**src/rtl/spi_irq_pkg.sv**
```systemverilog
// Package: shared constants and configuration type for the SPI
// interrupt/mode-fault controller. Assumes a 4-bit status vector.
package spi_irq_pkg;
    localparam int ST_W      = 4;
    localparam int ST_FAULT  = 0;
    localparam int ST_UNDER  = 1;
    localparam int ST_OVER   = 2;
    localparam int ST_DONE   = 3;

    typedef struct packed {
        logic dma_en;
        logic xfer_irq_en;
        logic done_sel;
        logic err_irq_en;
        logic dir_rx;
        logic fault_det_en;
        logic irq_gate;
    } irq_cfg_t;
endpackage

```
**src/rtl/spi_ss_sync.sv**
```systemverilog
// Module: multi-stage synchronizer for an asynchronous level.
// Assumes STAGES >= 2; every stage resets to RST_VAL.
module spi_ss_sync #(
    parameter int   STAGES  = 2,
    parameter logic RST_VAL = 1'b1
) (
    input  logic clk,
    input  logic rst_n,
    input  logic d_async,
    output logic q_sync
);
    logic [STAGES-1:0] shreg;

    // Shift the asynchronous level through the stage chain.
    always_ff @(posedge clk) begin
        if (!rst_n) shreg <= {STAGES{RST_VAL}};
        else        shreg <= {shreg[STAGES-2:0], d_async};
    end

    assign q_sync = shreg[STAGES-1];
endmodule

```
**src/rtl/spi_sticky_flags.sv**
```systemverilog
// Module: bank of sticky status bits with write-one-to-clear.
// Assumes set and clear are single-cycle strobes; set beats clear.
// Also exposes the next-state vector for same-edge consumers.
module spi_sticky_flags #(
    parameter int W = 4
) (
    input  logic         clk,
    input  logic         rst_n,
    input  logic [W-1:0] set_i,
    input  logic [W-1:0] clr_i,
    output logic [W-1:0] flag_nxt,
    output logic [W-1:0] flag_q
);
    for (genvar i = 0; i < W; i++) begin : g_bit
        // Next value of one flag: set wins, else clear, else hold.
        always_comb begin
            if (set_i[i])      flag_nxt[i] = 1'b1;
            else if (clr_i[i]) flag_nxt[i] = 1'b0;
            else               flag_nxt[i] = flag_q[i];
        end

        // Register one flag.
        always_ff @(posedge clk) begin
            if (!rst_n) flag_q[i] <= 1'b0;
            else        flag_q[i] <= flag_nxt[i];
        end
    end
endmodule

```
**src/rtl/spi_mode_ctrl.sv**
```systemverilog
// Module: master/slave mode bit and multimaster fault detection.
// Assumes ss_sync_n is already synchronized. A fault on an edge
// overrides any software write on that edge and forces slave.
module spi_mode_ctrl (
    input  logic clk,
    input  logic rst_n,
    input  logic fault_det_en,
    input  logic ss_sync_n,
    input  logic sw_wr,
    input  logic sw_val,
    output logic fault_hit,
    output logic master_q
);
    // Detect another driver pulling select low while master.
    always_comb fault_hit = fault_det_en & master_q & ~ss_sync_n;

    // Update the mode bit: fault first, then software write.
    always_ff @(posedge clk) begin
        if (!rst_n)         master_q <= 1'b0;
        else if (fault_hit) master_q <= 1'b0;
        else if (sw_wr)     master_q <= sw_val;
    end
endmodule

```
**src/rtl/spi_irq_select.sv**
```systemverilog
// Module: interrupt source selection and output register.
// Assumes flags are the next-state sticky flags so that the
// registered interrupt rises on the same edge as the flag.
module spi_irq_select
    import spi_irq_pkg::*;
(
    input  logic            clk,
    input  logic            rst_n,
    input  irq_cfg_t        cfg,
    input  logic [ST_W-1:0] flags,
    input  logic            rx_ne,
    input  logic            tx_nf,
    output logic            irq_q
);
    logic xfer_src;
    logic err_src;
    logic dma_src;
    logic core_src;
    logic irq_nxt;

    // Transfer-done source in DMA mode.
    always_comb xfer_src = cfg.xfer_irq_en & flags[ST_DONE];

    // Error source: fault always, under/overflow qualified by direction.
    always_comb err_src = cfg.err_irq_en &
                          (flags[ST_FAULT] |
                           (~cfg.dir_rx & flags[ST_UNDER]) |
                           ( cfg.dir_rx & flags[ST_OVER]));

    // Combine sources per transfer mode.
    always_comb begin
        dma_src  = xfer_src | err_src;
        core_src = rx_ne | tx_nf;
        irq_nxt  = cfg.irq_gate & (cfg.dma_en ? dma_src : core_src);
    end

    // Register the interrupt line.
    always_ff @(posedge clk) begin
        if (!rst_n) irq_q <= 1'b0;
        else        irq_q <= irq_nxt;
    end
endmodule

```
**src/rtl/spi_irq_fault_ctrl.sv**
```systemverilog
// Module: top of the SPI interrupt and mode-fault controller.
// Assumes event inputs are single-cycle pulses synchronous to clk;
// ss_n_in is asynchronous and synchronized here.
module spi_irq_fault_ctrl
    import spi_irq_pkg::*;
#(
    parameter int SYNC_STAGES = 2
) (
    input  logic            clk,
    input  logic            rst_n,
    input  logic            cfg_dma_en,
    input  logic            cfg_xfer_irq_en,
    input  logic            cfg_done_sel,
    input  logic            cfg_err_irq_en,
    input  logic            cfg_dir_rx,
    input  logic            cfg_fault_det_en,
    input  logic            cfg_irq_gate,
    input  logic            dma_count_zero,
    input  logic            dma_ext_done,
    input  logic            rx_not_empty,
    input  logic            tx_not_full,
    input  logic            tx_underflow,
    input  logic            rx_overflow,
    input  logic            ss_n_in,
    input  logic            sw_wr_master,
    input  logic            sw_master_val,
    input  logic [ST_W-1:0] sw_clr,
    output logic            irq_o,
    output logic [ST_W-1:0] status_o,
    output logic            master_o
);
    irq_cfg_t        cfg;
    logic            ss_sync_n;
    logic            fault_hit;
    logic            done_evt;
    logic [ST_W-1:0] flag_set;
    logic [ST_W-1:0] flag_nxt;

    // Gather configuration bits into one struct.
    always_comb begin
        cfg.dma_en       = cfg_dma_en;
        cfg.xfer_irq_en  = cfg_xfer_irq_en;
        cfg.done_sel     = cfg_done_sel;
        cfg.err_irq_en   = cfg_err_irq_en;
        cfg.dir_rx       = cfg_dir_rx;
        cfg.fault_det_en = cfg_fault_det_en;
        cfg.irq_gate     = cfg_irq_gate;
    end

    // Pick the DMA completion event named by the select bit.
    always_comb done_evt = cfg.dma_en &
                           (cfg.done_sel ? dma_ext_done : dma_count_zero);

    // Map events onto status bit positions.
    always_comb begin
        flag_set           = '0;
        flag_set[ST_FAULT] = fault_hit;
        flag_set[ST_UNDER] = tx_underflow;
        flag_set[ST_OVER]  = rx_overflow;
        flag_set[ST_DONE]  = done_evt;
    end

    spi_ss_sync #(
        .STAGES  (SYNC_STAGES),
        .RST_VAL (1'b1)
    ) u_sync (
        .clk     (clk),
        .rst_n   (rst_n),
        .d_async (ss_n_in),
        .q_sync  (ss_sync_n)
    );

    spi_mode_ctrl u_mode (
        .clk          (clk),
        .rst_n        (rst_n),
        .fault_det_en (cfg.fault_det_en),
        .ss_sync_n    (ss_sync_n),
        .sw_wr        (sw_wr_master),
        .sw_val       (sw_master_val),
        .fault_hit    (fault_hit),
        .master_q     (master_o)
    );

    spi_sticky_flags #(
        .W (ST_W)
    ) u_flags (
        .clk      (clk),
        .rst_n    (rst_n),
        .set_i    (flag_set),
        .clr_i    (sw_clr),
        .flag_nxt (flag_nxt),
        .flag_q   (status_o)
    );

    spi_irq_select u_irq (
        .clk   (clk),
        .rst_n (rst_n),
        .cfg   (cfg),
        .flags (flag_nxt),
        .rx_ne (rx_not_empty),
        .tx_nf (tx_not_full),
        .irq_q (irq_o)
    );
endmodule

```
**config.mk**
```make
export PLATFORM = sky130hd
export DESIGN_NAME = spi_irq_fault_ctrl
export DESIGN_NICKNAME = d
export VERILOG_FILES = /design/src/rtl/spi_irq_pkg.sv /design/src/rtl/spi_ss_sync.sv /design/src/rtl/spi_sticky_flags.sv /design/src/rtl/spi_mode_ctrl.sv /design/src/rtl/spi_irq_select.sv /design/src/rtl/spi_irq_fault_ctrl.sv
export SDC_FILE = /design/constraint.sdc
export NUM_CORES = 1
export LEC_CHECK = 0
export ABC_CLOCK_PERIOD_IN_PS = 2009
export BUFFER_PORTS_ARGS = -buffer_cell sky130_fd_sc_hd__buf_2
export CAP_MARGIN = 20
export CORE_AREA = 8 8 45 47
export DETAILED_ROUTE_END_ITERATION = 12
export DIE_AREA = 0 0 53 55
export SYNTH_ARGS = -nofsm -noshare
export SYNTH_HDL_FRONTEND = slang
export SYNTH_SLANG_ARGS = --single-unit
```
**constraint.sdc**
```tcl
create_clock -name clk -period 2.01 [get_ports clk]
set_input_delay 0.201 -clock clk [delete_from_list [all_inputs] [get_ports clk]]
set_output_delay 0.201 -clock clk [all_outputs]
set_load 0.01 [all_outputs]
```
==> summary.txt, run 1 <==
Outcome
  • Status: finished, final reports clean

Logic synthesis
  • Post-Synth Adder-Cell Area: 0%
  • Post-synth top cells: 8 x dfxtp_1, 3 x nand2b_1, 3 x nor2b_1
  • EDFF count, synth: 0
  • Post-synth net total: between 50 and 60
  • Cell taking the most area after synthesis: dfxtp_1
  • Post-synthesis compound-gate area fraction: roughly a fifth
  • Syn. warnings: 0
  • Xor and xnor area share after synthesis: 0%
  • Syn Inst Count: 30
  • Ys flop type: dfxtp_1
  • Main combinational cell family by area after synthesis: simple AND/OR/NAND/NOR gates
  • Count leader, synth: dfxtp_1
  • Post-synthesis mux area share: under 10%
  • Ys async rst share: 0%
  • Area contributors post-synth: dfxtp_1 50%, mux2_1 7.0%, nand2b_1 5.8%
  • Seq/Total Area, Yosys: between 40 and 50%
  • Post-Syn Area: 321.6 µm²
  • Post-Syn Area per Cell: roughly 11 µm²
  • Post-synth top area share: 49.81%
  • Simple-Gate Fraction of Synth Area: between 20 and 25%
  • Seq cells post-synth: 8
  • Netlist cell types: 17

GRT
  • Met2 global-route usage: 9.961%
  • Gr busiest metal: met2
  • Largest net degree at the start of global routing: 9
  • GRT overflow: 0
  • M3 GR Usage: 4.011%
  • Via count of the first global-routing pass: between 300 and 400
  • Initial antenna violation count: 0
  • Met1 usage: 5.802%
  • First-pass GRT wire length: 1359 µm
  • GRT Resource Usage Total: between 6 and 7%

Timing
  • Pins Over Slew Limit: 0
  • Final Hold Viols: 0
  • Final period util: between 50% and 60%
  • Fmax: 0.9180 GHz
  • Layout Skew: approximately 0.0064 ns
  • Unrepaired setup endpoints after global routing: false
  • Final worst setup slack: around 0.92 ns
  • Slew Limit Headroom: 78.15%
  • Final min period: around 1.1 ns
  • Final setup TNS: 0 ns
  • Worst Tran Pin Value: about 0.32 ns
  • Final setup viols: 0

Placement
  • Placed cells: 73
  • Post-Place Setup Slack: 0.9265 ns
  • I/O Buffers: 27
  • DP HPWL: between 700 and 800 µm
  • Placed Instance Area: roughly 480 µm²
  • Final Wtd Congestion: about 0.74

Clocking
  • Maximum root-to-sink buffer count: 2
  • Number of H-tree levels: 1
  • Worst-skew pair later-pin latency: roughly 0.25 ns
  • Sink Count: 8
  • Setup bufs post-CTS: 0
  • Post-cts sizing count: 0
  • TritonCTS clock tree: done
  • Clk pin slew, worst setup/hold paths: about 0.060 ns
  • Inserted Clock Buffers: 3
  • Cts hold-fix bufs: 0
  • Clock Tree Root: clkbuf_4

Critical path
  • Reg-to-reg endpoint: u_irq.irq_q$_SDFF_PN0_
  • WS Path Type: register to register
  • Req. time, crit path: around 2.1 ns
  • Startpoint Class: register
  • R2R Setup Slk: approximately 0.92 ns
  • Crit path from: u_flags.flag_q[1]$_SDFF_PN0_
  • Reg2reg path depth: 4
  • Arrival time at the worst endpoint: ~1.2 ns
  • CP max FO: 2
  • FF-to-FF Start: u_flags.flag_q[1]$_SDFF_PN0_
  • Setup crit end: u_irq.irq_q$_SDFF_PN0_
  • Crit. End Element: register

Route
  • Avg WL per Cell: about 12 µm
  • Drc violations: 0
  • Via count: ~330
  • DRT Pass-1 Iters: 4
  • Initial DRC Count: 1
  • Antenna Violating Nets Remaining: 0
  • Post-DR vias/cell: around 4.3
  • Wirelength, routed: a little over 900 µm

Die
  • Die width: ~53 µm
  • Rows: 14
  • Die Y: between 50 and 60 µm
  • Core area: between 1000 and 1500 µm²
  • Initial Util: 23.24%
  • # IOs: 28
  • Die area: between 2000 and 3000 µm²

Power
  • LEAKAGE: about 0.25 nW
  • Peak VDD IR: between 0.2 and 0.25 mV
  • Pwr Density: a little under 700 nW/µm²

Layout
  • Share of cells above drive strength 1: 53.33%
  • Fin area: approximately 500 µm²
  • Fill cell count: between 100 and 150
  • Final std cells w/o fill: 76
  • ANT cells: 0
  • Fin nets: 84
  • Area Overhead vs Synth: 55.25%

Flow run
  • Max-cap viol count: 0

Worst hold path
  • Hold Path Class: input port to register
## worst min-delay path by stage
stage,endpoint,depth (start not counted),from
2_1_floorplan,u_sync.shreg[0]$_SDFF_PN1_,1,rst_n
4_1_cts,u_sync.shreg[0]$_SDFF_PN1_,2,ss_n_in
6_report,u_sync.shreg[0]$_SDFF_PN1_,2,ss_n_in
3_5_place_dp,u_sync.shreg[0]$_SDFF_PN1_,2,ss_n_in
3_3_place_gp,u_sync.shreg[0]$_SDFF_PN1_,2,ss_n_in
5_1_grt,u_sync.shreg[0]$_SDFF_PN1_,2,ss_n_in
## layout by cell type (no fill, tap or decap)
cell       n
buf_2     27
o21ai_1    1
nor2b_4    1
o21ai_2    1
nand3b_1   1
o21ai_0    1
o32a_1     1
clkbuf_4   3
a21oi_1    1
dfxtp_1    8
nand2b_1   3
and3_1     1
o311ai_0   1
a31oi_1    1
inv_1      1
o21a_1     2
nor2b_1    3
mux2_1     2
and2_1     1
## cell type report
cell class | instances | area, µm² | share of cell area (%)
Multi-Input combinational cell | 21 | 157.7 | 31.58
Inverter | 1 | 3.754 | 0.7519
Timing Repair Buffer | 27 | 135.1 | 27.07
Clock buffer | 3 | 22.52 | 4.511
Tap cell | 16 | 20.02 | 4.010
Sequential cell | 8 | 160.2 | 32.08
## cell families after synthesis
| group | after synthesis |
|---|---|
| buf+inv | 1 |
| simple gates | 10 |
| compound gates | 9 |
| flops | 8 |
| mux | 2 |
## state kept, by name, summed over array words and instances, names as in the netlist
signal           cells
u_flags.flag_q       4
u_irq.irq_q          1
u_mode.master_q      1
u_sync.shreg         2
## routing by layer
layer	wire length (µm)	vias to the layer above
met2	418	17
met5	0	-
met4	0	0
met1	358	142
met3	134	0
li1	-	168
## worst max-delay path, cell delays in order (launching register included)
cell and delay [ns]:
dfxtp_1 0.31, nor2b_4 0.12, o32a_1 0.28, o21ai_1 0.13
a31oi_1 0.11
## report_power, final
| part | internal, W | leakage (nW) | switching, W | total, W |
|---|---|---|---|---|
| Sequential | 0.000167 | 0.0662 | 0.00000279 | 0.000170 |
| Combinational | 0.0000311 | 0.165 | 0.0000211 | 0.0000521 |
| Clock | 0.0000682 | 0.0138 | 0.0000522 | 0.000120 |
| Total | 0.000266 | 0.245 | 0.0000760 | 0.000342 |
## metrics by stage
step	utilization [%]	hold slack, ns	total power (W)
2_1_floorplan	-	0.2740	0.0001940
3_3_place_gp	34.45	0.3864	0.0002250
3_5_place_dp	34.45	0.3894	0.0002262
4_1_cts	36.08	0.1304	0.0003502
5_1_grt	36.08	0.1440	0.0003660
6_report	36.08	0.1365	0.0003423
Power figures use the tool's default switching activity.
==> run 2: changes to the inputs <==
Settings changed: ABC_CLOCK_PERIOD_IN_PS 2009 to 1100.
Clock period 2.01 ns to 1.1 ns, I/O delays scaled along.
==> run 2 against run 1 <==
  * Global-route usage unchanged
  * Via count down 0.31%
  * Routed wire length down 0.11%
  * Core utilization unchanged
  * First-iteration DRC count rose to 4.0 times the previous value
  * Non-clock buffer count unchanged
  * Cell count unchanged
  * Register-to-register slack worse by 0.85 ns
  * Sequential share of layout area unchanged
  * Combinational power up 83%
  * Total power up 81%
  * Critical path type unchanged
  * Largest power group unchanged
==> summary.txt, run 2 (synthesis gave the netlist of run 1 again) <==
Outcome
  • Status: finished, final reports clean

Die
  • Core area: 1384 µm² (unchanged)
  • # IOs: 28 (unchanged)
  • Initial Util: 23.24% (unchanged)
  • Die Y: 55 µm (unchanged)
  • Die area: 2915 µm² (unchanged)
  • Rows: 14 (unchanged)
  • Die width: 53 µm (unchanged)

Timing
  • Final setup TNS: 0 ns (unchanged)
  • WHS: 0.04277 ns (-0.09377 ns)
  • Final Hold Viols: 0 (unchanged)
  • Slew Limit Headroom: 77.31% (-0.84 points)
  • Final worst setup slack: 0.07245 ns (-0.8483 ns)
  • Layout Skew: 0.001647 ns (-0.004705 ns)
  • Fmax: 0.9732 GHz (+6.0%)
  • Worst Tran Pin Value: 0.3360 ns (+0.01241 ns)
  • Final min period: 1.028 ns (-0.06173 ns)
  • Final setup viols: 0 (unchanged)
  • Unrepaired setup endpoints after global routing: false
  • Pins Over Slew Limit: 0 (unchanged)
  • Final period util: 93.41% (+39 points)

Critical path
  • Crit-path cells: nor2b_4 > o32a_1 > o21ai_1 > a31oi_1
  • FF-to-FF Start: u_flags.flag_q[1]$_SDFF_PN0_
  • Req. time, crit path: 1.22 ns (-0.91 ns)
  • Crit path from: u_flags.flag_q[1]$_SDFF_PN0_
  • Max stage delay on crit path: 0.30 ns (about the same)
  • Arrival time at the worst endpoint: 1.15 ns (-0.06 ns)
  • Startpoint Class: register
  • CP max FO: 2 (unchanged)
  • Worst path slowest cell: dfxtp_1
  • Crit. End Element: register
  • WS Path Type: register to register

Placement
  • DP HPWL: 758.4 µm (-1.4%)
  • I/O Buffers: 27 (unchanged)
  • Final Wtd Congestion: 0.7428 (+0.56%)
  • Post-Place Setup Slack: 0.07135 ns (-0.8552 ns)

Power
  • Comb power frac: 15.4% (+0.2 points)
  • P_int: 0.0004863 W (+83%)
  • Clock network power share: 34.5% (-0.7 points)
  • Seq pwr share: 50.1% (+0.5 points)
  • Switching share of power: 21.55% (-0.66 points)
  • Total power: 0.0006199 W (+81%)
  • Peak VDD IR: 0.4069 mV (+77%)
  • NetSw: 0.0001336 W (+76%)
  • LEAKAGE: 0.2452 nW (unchanged)
  • Pwr Density: 1242 nW/µm² (+81%)

Clocking
  • Sink Count: 8 (unchanged)
  • Number of H-tree levels: 1 (unchanged)
  • Inserted Clock Buffers: 3 (unchanged)
  • Clk pin slew, worst setup/hold paths: 0.05 ns (about the same)
  • Maximum root-to-sink buffer count: 2 (unchanged)
  • Worst-skew pair later-pin latency: 0.24 ns (about the same)
  • Clock Tree Root: clkbuf_4
  • Setup bufs post-CTS: 0 (unchanged)
  • Cts hold-fix bufs: 0 (unchanged)
  • Post-cts sizing count: 0 (unchanged)
  • TritonCTS clock tree: done

Layout
  • Max reg flops: 4 (unchanged)
  • ANT cells: 0 (unchanged)
  • Share of cells above drive strength 1: 53.33% (unchanged)
  • Fill cell count: 149 (unchanged)
  • Top flop regs: u_flags.flag_q x4, u_sync.shreg x2
  • Fin nets: 84 (unchanged)
  • Top reg by flops: u_flags.flag_q
  • Most frequent cells in the layout: 27 x buf_2, 8 x dfxtp_1, 3 x nand2b_1, 3 x nor2b_1, 3 x clkbuf_4
  • Most common cell after layout, fill and taps aside: buf_2
  • Area Overhead vs Synth: 55.25% (unchanged)

Worst hold path
  • Hold Path Class: input port to register
  • Hold Crit Start: ss_n_in

Route
  • Antenna Violating Nets Remaining: 0 (unchanged)
  • Drc violations: 0 (unchanged)
  • Via count: 326 (-0.31%)
  • DRT Pass-1 Iters: 2 (-2)
  • Wirelength, routed: 910 µm (-0.11%)
  • Avg WL per Cell: 11.97 µm (-0.11%)
  • Initial DRC Count: 4 (+3)
  • Post-DR vias/cell: 4.289 (-0.31%)

GRT
  • Largest net degree at the start of global routing: 9 (unchanged)
  • GRT Resource Usage Total: 6.513% (unchanged)
  • Initial antenna violation count: 0 (unchanged)
  • Via count of the first global-routing pass: 358 (unchanged)
  • First-pass GRT wire length: 1345 µm (-1.0%)
  • GRT overflow: 0 (unchanged)

Flow run
  • Max-cap viol count: 0 (unchanged)
## run 2: cell type report
type	instances	area, µm²	area share, %
Multi-Input combinational cell	21	157.7	31.58
Timing Repair Buffer	27	135.1	27.07
Tap cell	16	20.02	4.010
Clock buffer	3	22.52	4.511
Sequential cell	8	160.2	32.08
Inverter	1	3.754	0.7519
## run 2: critical path, delay by kind of cell, from the launching register on
family | cells | cell delay [ns]
flip-flops | 1 | 0.30
AO/OA/AOI/OAI | 3 | 0.49
AND/OR/NAND/NOR | 1 | 0.12
## run 2: worst paths after layout
check | slack, ns | endpoint | depth (start not counted)
worst max-delay path | 0.07 | u_irq.irq_q$_SDFF_PN0_ | 4
worst max register to register | 0.07 | u_irq.irq_q$_SDFF_PN0_ | 4
worst min-delay path | 0.04 | u_sync.shreg[0]$_SDFF_PN1_ | 2
worst min register to register | 0.40 | u_sync.shreg[1]$_SDFF_PN1_ | 1
## run 2: metal layers
layer | up-vias | GRT usage (%) | part of all wire [%]
met1 | 142 | 5.344 | 39
li1 | 167 | - | -
met5 | - | 0 | 0
met3 | 0 | 4.813 | 16
met2 | 17 | 10.55 | 45
met4 | 0 | 5.172 | 0
## run 2: stage by stage
stage               util, %  std cells  area, µm²
CTS                   36.08         76      499.2
global route          36.08         76      499.2
finish                36.08         76      499.2
floorplan                 -         30      321.6
detailed placement    34.45         73      476.7
global placement      34.45         73      476.7
## run 2: power by group through the flow
| stage | sequential [W] | combinational [W] | clock (W) |
|---|---|---|---|
| floorplan | 0.000322 | 0.0000321 | 0 |
| global placement | 0.000316 | 0.0000960 | 0 |
| detailed placement | 0.000317 | 0.0000963 | 0 |
| CTS | 0.000311 | 0.0000973 | 0.000228 |
| global route | 0.000312 | 0.000104 | 0.000241 |
| finish | 0.000311 | 0.0000952 | 0.000214 |
